<file path="src/rtl/irl_pkg.sv">
`timescale 1ns/1ps
package irl_pkg;
  typedef enum logic [1:0] {
    CLS_UCAST_KNOWN = 2'd0,
    CLS_UCAST_FLOOD = 2'd1,
    CLS_MCAST       = 2'd2,
    CLS_BCAST       = 2'd3
  } frm_class_e;

  localparam int IFG_BYTES = 12;
  localparam int PRE_BYTES = 8;
endpackage

</file>
<file path="src/rtl/irl_class_filter.sv">
`timescale 1ns/1ps
module irl_class_filter
  import irl_pkg::*;
(
  input  frm_class_e cls,
  input  logic [1:0] sel,
  output logic       eligible
);
  always_comb begin
    unique case (sel)
      2'd0:    eligible = 1'b1;
      2'd1:    eligible = (cls != CLS_UCAST_KNOWN);
      2'd2:    eligible = (cls == CLS_MCAST) || (cls == CLS_BCAST);
      default: eligible = (cls == CLS_BCAST);
    endcase
  end
endmodule

</file>
<file path="src/rtl/irl_cost.sv">
`timescale 1ns/1ps
module irl_cost
  import irl_pkg::*;
#(
  parameter int LEN_W = 14,
  localparam int CHG_W = LEN_W + 4
) (
  input  logic [LEN_W-1:0] len,
  input  logic             pkt_mode,
  input  logic             cnt_ifg,
  input  logic             cnt_pre,
  output logic [CHG_W-1:0] charge
);
  localparam int BYTE_W = LEN_W + 1;
  logic [BYTE_W-1:0] bytes;

  always_comb begin
    bytes = BYTE_W'(len);
    if (cnt_ifg) bytes = bytes + BYTE_W'(IFG_BYTES);
    if (cnt_pre) bytes = bytes + BYTE_W'(PRE_BYTES);
    charge = pkt_mode ? CHG_W'(1) : {bytes, 3'b000};
  end
endmodule

</file>
<file path="src/rtl/irl_bucket.sv">
`timescale 1ns/1ps
module irl_bucket #(
  parameter int BKT_W    = 24,
  parameter int CODE_W   = 7,
  parameter int CHG_W    = 18,
  parameter int BIT_STEP = 64,
  parameter int BIT_CEIL = 16384,
  parameter int PKT_CEIL = 16
) (
  input  logic              clk,
  input  logic              rst_n,
  input  logic              tick,
  input  logic              pkt_mode,
  input  logic [CODE_W-1:0] code,
  input  logic              hit,
  input  logic [CHG_W-1:0]  charge,
  output logic              ok,
  output logic              over
);
  localparam int EXT_W = BKT_W + 2;

  logic signed [BKT_W-1:0] level;
  logic signed [EXT_W-1:0] refill_x, charge_x, ceil_x, nxt;
  logic unlimited, positive;

  assign unlimited = (code == '0);
  assign positive  = !level[BKT_W-1] && (level != '0);
  assign ok        = unlimited || positive;
  assign over      = !unlimited && !positive;

  always_comb begin
    refill_x = pkt_mode ? $signed(EXT_W'(code))
                        : $signed(EXT_W'(code) * EXT_W'(BIT_STEP));
    charge_x = $signed(EXT_W'(charge));
    ceil_x   = pkt_mode ? $signed(EXT_W'(PKT_CEIL)) : $signed(EXT_W'(BIT_CEIL));
    nxt      = EXT_W'(level);
    if (tick) nxt = nxt + refill_x;
    if (hit && !unlimited && positive) nxt = nxt - charge_x;
    if (nxt > ceil_x) nxt = ceil_x;
  end

  always_ff @(posedge clk or negedge rst_n) begin
    if (!rst_n) level <= '0;
    else        level <= $signed(nxt[BKT_W-1:0]);
  end

  p_no_charge_r4: assert property (@(posedge clk) disable iff (!rst_n)
    (hit && !tick && !ok) |=> $stable(level));

  p_ceiling_r9: assert property (@(posedge clk) disable iff (!rst_n)
    tick |=> (level <= $past(ceil_x)));
endmodule

</file>
<file path="src/rtl/ingress_rate_limiter.sv">
`timescale 1ns/1ps
module ingress_rate_limiter
  import irl_pkg::*;
#(
  parameter int NPRIO    = 4,
  parameter int CODE_W   = 7,
  parameter int LEN_W    = 14,
  parameter int BKT_W    = 24,
  parameter int BIT_STEP = 64,
  parameter int BIT_CEIL = 16384,
  parameter int PKT_CEIL = 16,
  localparam int PRIO_W  = $clog2(NPRIO),
  localparam int CHG_W   = LEN_W + 4
) (
  input  logic                    clk,
  input  logic                    rst_n,
  input  logic                    refill_tick,
  input  logic                    cfg_pkt_mode,
  input  logic                    cfg_fc_en,
  input  logic [1:0]              cfg_class_sel,
  input  logic                    cfg_cnt_ifg,
  input  logic                    cfg_cnt_pre,
  input  logic [NPRIO*CODE_W-1:0] cfg_limit_code,
  input  logic                    frm_valid,
  output logic                    frm_ready,
  input  logic [LEN_W-1:0]        frm_len,
  input  logic [PRIO_W-1:0]       frm_prio,
  input  logic [1:0]              frm_class,
  output logic                    res_valid,
  input  logic                    res_ready,
  output logic                    res_drop,
  output logic                    pause_req
);
  logic             accept, eligible, limit_evt;
  logic [CHG_W-1:0] charge;
  logic [NPRIO-1:0] hit, ok, over;
  frm_class_e       cls;

  assign frm_ready = !res_valid || res_ready;
  assign accept    = frm_valid && frm_ready;
  assign cls       = frm_class_e'(frm_class);

  irl_class_filter u_filter (
    .cls      (cls),
    .sel      (cfg_class_sel),
    .eligible (eligible)
  );

  irl_cost #(.LEN_W(LEN_W)) u_cost (
    .len      (frm_len),
    .pkt_mode (cfg_pkt_mode),
    .cnt_ifg  (cfg_cnt_ifg),
    .cnt_pre  (cfg_cnt_pre),
    .charge   (charge)
  );

  for (genvar p = 0; p < NPRIO; p++) begin : g_prio
    assign hit[p] = accept && eligible && (frm_prio == PRIO_W'(p));
    irl_bucket #(
      .BKT_W(BKT_W), .CODE_W(CODE_W), .CHG_W(CHG_W),
      .BIT_STEP(BIT_STEP), .BIT_CEIL(BIT_CEIL), .PKT_CEIL(PKT_CEIL)
    ) u_bkt (
      .clk      (clk),
      .rst_n    (rst_n),
      .tick     (refill_tick),
      .pkt_mode (cfg_pkt_mode),
      .code     (cfg_limit_code[p*CODE_W +: CODE_W]),
      .hit      (hit[p]),
      .charge   (charge),
      .ok       (ok[p]),
      .over     (over[p])
    );
  end

  assign limit_evt = accept && eligible && !ok[frm_prio];

  always_ff @(posedge clk or negedge rst_n) begin
    if (!rst_n) begin
      res_valid <= 1'b0;
      res_drop  <= 1'b0;
    end else if (accept) begin
      res_valid <= 1'b1;
      res_drop  <= limit_evt && !cfg_fc_en;
    end else if (res_ready) begin
      res_valid <= 1'b0;
    end
  end

  always_ff @(posedge clk or negedge rst_n) begin
    if (!rst_n)          pause_req <= 1'b0;
    else if (!cfg_fc_en) pause_req <= 1'b0;
    else if (limit_evt)  pause_req <= 1'b1;
    else if (over == '0) pause_req <= 1'b0;
  end

  p_hold_r1: assert property (@(posedge clk) disable iff (!rst_n)
    (res_valid && !res_ready) |=> (res_valid && $stable(res_drop)));

  p_fc_no_drop_r10: assert property (@(posedge clk) disable iff (!rst_n)
    (accept && cfg_fc_en) |=> !res_drop);

  p_unlimited_pass_r8: assert property (@(posedge clk) disable iff (!rst_n)
    (accept && cfg_limit_code[frm_prio*CODE_W +: CODE_W] == '0) |=> !res_drop);

  p_pause_hold_r11: assert property (@(posedge clk) disable iff (!rst_n)
    (pause_req && cfg_fc_en && (over != '0)) |=> pause_req);
endmodule

</file>
<file path="config.mk">
export PLATFORM = sky130hd
export DESIGN_NAME = ingress_rate_limiter
export DESIGN_NICKNAME = d
export VERILOG_FILES = /design/src/rtl/irl_pkg.sv /design/src/rtl/irl_class_filter.sv /design/src/rtl/irl_cost.sv /design/src/rtl/irl_bucket.sv /design/src/rtl/ingress_rate_limiter.sv
export SDC_FILE = /design/constraint.sdc
export NUM_CORES = 1
export LEC_CHECK = 0
export BUFFER_PORTS_ARGS = -buffer_cell sky130_fd_sc_hd__buf_2
export CELL_PAD_IN_SITES_DETAIL_PLACEMENT = 1
export CELL_PAD_IN_SITES_GLOBAL_PLACEMENT = 2
export CORE_MARGIN = 2
export CORE_UTILIZATION = 38
export CTS_CLUSTER_DIAMETER = 120
export DETAILED_ROUTE_END_ITERATION = 10
export PLACE_DENSITY = 0.82
export SLEW_MARGIN = 20
export SYNTH_ARGS = -nofsm -noshare
export SYNTH_HDL_FRONTEND = slang
export SYNTH_HIERARCHICAL = 1
export SYNTH_SLANG_ARGS = --single-unit
</file>
<file path="constraint.sdc">
create_clock -name clk -period 12.4 [get_ports clk]
set_clock_uncertainty 0.1 [all_clocks]
set_input_delay 2.48 -clock clk [delete_from_list [all_inputs] [get_ports clk]]
set_output_delay 2.48 -clock clk [all_outputs]
set_load 0.03 [all_outputs]
</file>
==> run summary <==
## Placed design
- **number of cells in the design after placement** 2570
- **DP Wirelength** 44200 um
- **port buffer count** 60
- **last weighted congestion value of the routability-driven placer** 0.880

## Layout
- **FILL cells** 5066
- **Net count, final** 2252
- **combined flip-flop and latch cell area** 2480 um2
- **layout overhead on the synthesized area** 6.71%
- **share of layout cells above drive strength 1** 9.10%
- **Post-Layout Cell Count** 2589
- **footprint of the multi-input gates** 12200 um2
- **utilization after layout** 40.8%

## Critical path
- **cell count of the worst reg-to-reg path** 25
- **critical path capture point type** flip-flop
- **combined buffer and inverter count along the critical path** 1
- **Top cell by count, worst path** sky130_fd_sc_hd__a21oi_1
- **WP depth** 27
- **CP delay by family, top** compound AO/OA/AOI/OAI gates
- **data required time of the worst path** 12.57 ns
- **launching instance or port of the critical path** cfg_pkt_mode
- **CP Data Arrival Time** 9.56 ns
- **Slowest cell on crit path** sky130_fd_sc_hd__o21ai_0
- **Startpoint Class** input pin
- **critical path type** input pin to flip-flop
- **delay contributed by the slowest stage of the critical path** 0.56 ns
- **largest driver fanout on the critical path** 35
- **worst flop-to-flop path startpoint** g_prio[3].u_bkt/level[0]

## Floorplan
- **die span in x** 206 um
- **core footprint** 40600 um2
- **starting density of the core** 38.2%
- **Die Footprint** 42500 um2
- **die outline height** 206 um
- **Top Ports** 61
- **Row Count** 74

## CTS
- **CTS HTree Levels** 3
- **maximum clock insertion buffer count** 2
- **number of buffers inserted by hold repair at cts** 0
- **number of buffers inserted during clock tree synthesis** 9
- **number of clock sinks seen by CTS** 99
- **number of gates given a new drive strength after cts** 0
- **clk root buf** sky130_fd_sc_hd__clkbuf_16
- **Worst-Skew Late Latency** 0.39 ns
- **clock tree from TritonCTS** yes
- **number of post-CTS setup repair buffers** 0
- **clock-pin slew of the registers on the worst-case setup and hold paths** 0.07 ns

## GRT
- **via count of the first global-routing pass** 15.9k
- **Overall Global Routing Usage** 25.9%
- **maximum number of pins on one net before global-route repair** 73
- **wire length of the first global-routing pass** 86800 um
- **number of antenna violations at the first check in global routing** 6
- **GR Overflow Total** 0

## Synthesis
- **distinct cell type count of the synthesized netlist** 117
- **Primary FF master, synth** sky130_fd_sc_hd__dfrtp_1
- **sequential-to-total area share from yosys stat** 15.9%
- **top post-synthesis cells by area** sky130_fd_sc_hd__dfrtp_1, sky130_fd_sc_hd__ha_1, sky130_fd_sc_hd__xnor2_1
- **cell area after technology mapping** 15500 um2
- **share of synthesized flip-flops with an asynchronous set or reset** 100%
- **share of the synthesized area in the top cell type** 15.9%
- **post-synthesis cell type with the largest combined area** sky130_fd_sc_hd__dfrtp_1
- **Post-synth EDFFs** 0
- **post-synthesis sequential element count** 99
- **top-count cell post-synth** sky130_fd_sc_hd__nor2_1
- **top cells by instance count after synthesis** sky130_fd_sc_hd__nor2_1, sky130_fd_sc_hd__nand2_1, sky130_fd_sc_hd__a21oi_1, sky130_fd_sc_hd__ha_1, sky130_fd_sc_hd__inv_1
- **Synth Instances** 2044
- **syn avg cell area** 7.60 um2
- **Yosys warning total** 6

## Detailed routing
- **DRC violation total after the first TritonRoute iteration** 926
- **first-pass iteration count of the detailed router** 5
- **via density per instance** 5.96
- **post-route ant nets** 0
- **total wire length** 54200 um
- **total number of vias** 15.4k
- **DRC** 0
- **routed length per placed instance** 20.9 um

## Power and ir drop
- **power density over cell area** 219 nW/um2
- **Pleak** 6.93 nW
- **total power** 3.64 mW
- **worst ir drop on vdd** 0.0000763 V

## STA
- **maximum achievable frequency** 107 MHz
- **Final setup violation count** 0
- **final count of pins violating max slew** 0
- **final worst path period need** 9.39 ns
- **Worst Max-Slew Pin Slew** 1.09 ns
- **setup repair after global routing missed its margin** false
- **share of the cycle needed by the critical path after routing** 75.7%
- **Setup TNS Final** 0 ns
- **final hold violation count** 0
- **worst-case headroom to the max-slew limit** 27.0%

## Hold path
- **class of the tightest hold or removal check** flip-flop to flip-flop
- **worst hold path cell count** 2
- **launch point of the worst hold path** res_drop

## Status
- **status** completed

## Flow run
- **Maximum Capacitance Violations** 0

## power by group
part	internal (mW)	switching [mW]	total (mW)	leakage, nW
Combinational	1.07	1.65	2.71	5.46
Sequential	0.428	0.156	0.583	1.31
Clock	0.203	0.138	0.340	0.163
## cell type report
type	instances	area share, %
well taps	532	4.01
inverters	139	3.15
repair buffers	73	2.43
diodes	3	0.0453
clock buffers	12	1.49
multi-input cells	1727	73.4
flip-flops and latches	99	14.9
clock inverters	4	0.588
## final timing paths
check                      slack (ns)                   endpoint
min in group asynchronous        1.92  g_prio[1].u_bkt/level[20]
hold / removal                   0.46                   res_drop
setup reg to reg                 5.33  g_prio[3].u_bkt/level[14]
max in group asynchronous        8.97   g_prio[2].u_bkt/level[5]
hold reg to reg                  0.46                   res_drop
setup / recovery                 3.01  g_prio[3].u_bkt/level[14]
## through the flow
step | worst slack (ns) | hold WS, ns | area (um2)
2_1_floorplan | 4.09 | 0.459 | 15500
3_3_place_gp | 2.61 | 0.422 | 16200
3_5_place_dp | 2.64 | 0.446 | 16200
4_1_cts | 3.03 | 0.457 | 16600
5_1_grt | 2.62 | 0.490 | 16600
6_report | 3.01 | 0.459 | 16600
## sequential cells by signal (all words and copies together) (netlist names)
signal / count
g_prio.u_bkt/level: 96
res_valid: 1
res_drop: 1
pause_req: 1
## cells in the final DEF, fill, tap and decap left out, types with 23 or more instances in the layout
cell                       netlist  routed
sky130_fd_sc_hd__inv_1         138     138
sky130_fd_sc_hd__nand2_1       176     176
sky130_fd_sc_hd__a211oi_1       50      50
sky130_fd_sc_hd__and2_1         39      39
sky130_fd_sc_hd__nor3_1         56      55
sky130_fd_sc_hd__dfrtp_1        99      99
sky130_fd_sc_hd__xnor2_1       106     106
sky130_fd_sc_hd__nor2_1        190     190
sky130_fd_sc_hd__mux2i_1        39      39
sky130_fd_sc_hd__and3_1         25      25
sky130_fd_sc_hd__nor2b_1        44      44
sky130_fd_sc_hd__o21ai_0        94      94
sky130_fd_sc_hd__a21o_1         30      30
sky130_fd_sc_hd__o21a_1         30      30
sky130_fd_sc_hd__nand2b_1       26      26
sky130_fd_sc_hd__ha_1          138     138
sky130_fd_sc_hd__a21oi_1       155     155
sky130_fd_sc_hd__a31oi_1        24      24
sky130_fd_sc_hd__mux2_2         23      23
sky130_fd_sc_hd__xor2_1         43      43
sky130_fd_sc_hd__buf_2          16      58
sky130_fd_sc_hd__nand3_1        49      49
sky130_fd_sc_hd__nand4_1        29      29
sky130_fd_sc_hd__nor4_1         35      35
## worst min-delay path: stages, from the launching register on
cell                      delay, ns
sky130_fd_sc_hd__dfrtp_1       0.38
sky130_fd_sc_hd__inv_1         0.06
sky130_fd_sc_hd__o32ai_1       0.08
## logic make-up after synthesis
family                     Yosys count  synth area share (%)
DFF                                 99                  15.9
xor gates and xnor gates           150                  8.50
buffers and inverters              219                  5.89
adders and majority gates          147                  12.2
muxes                               70                  5.05
AOI/OAI and AO/OA                  581                  26.2
other                                1                0.0241
and+or+nand+nor                    777                  26.1
## metal layers
layer	share of wire, %	wire, um	global-route usage (%)	vias up
li1	-	-	-	7518
met1	48	25800	35.1	7579
met2	47	25400	42.7	265
met3	3.3	1770	3.25	77
met4	2.3	1270	7.78	0
met5	0	0	0	-
Note: power is estimated with default switching activity, not from simulation.
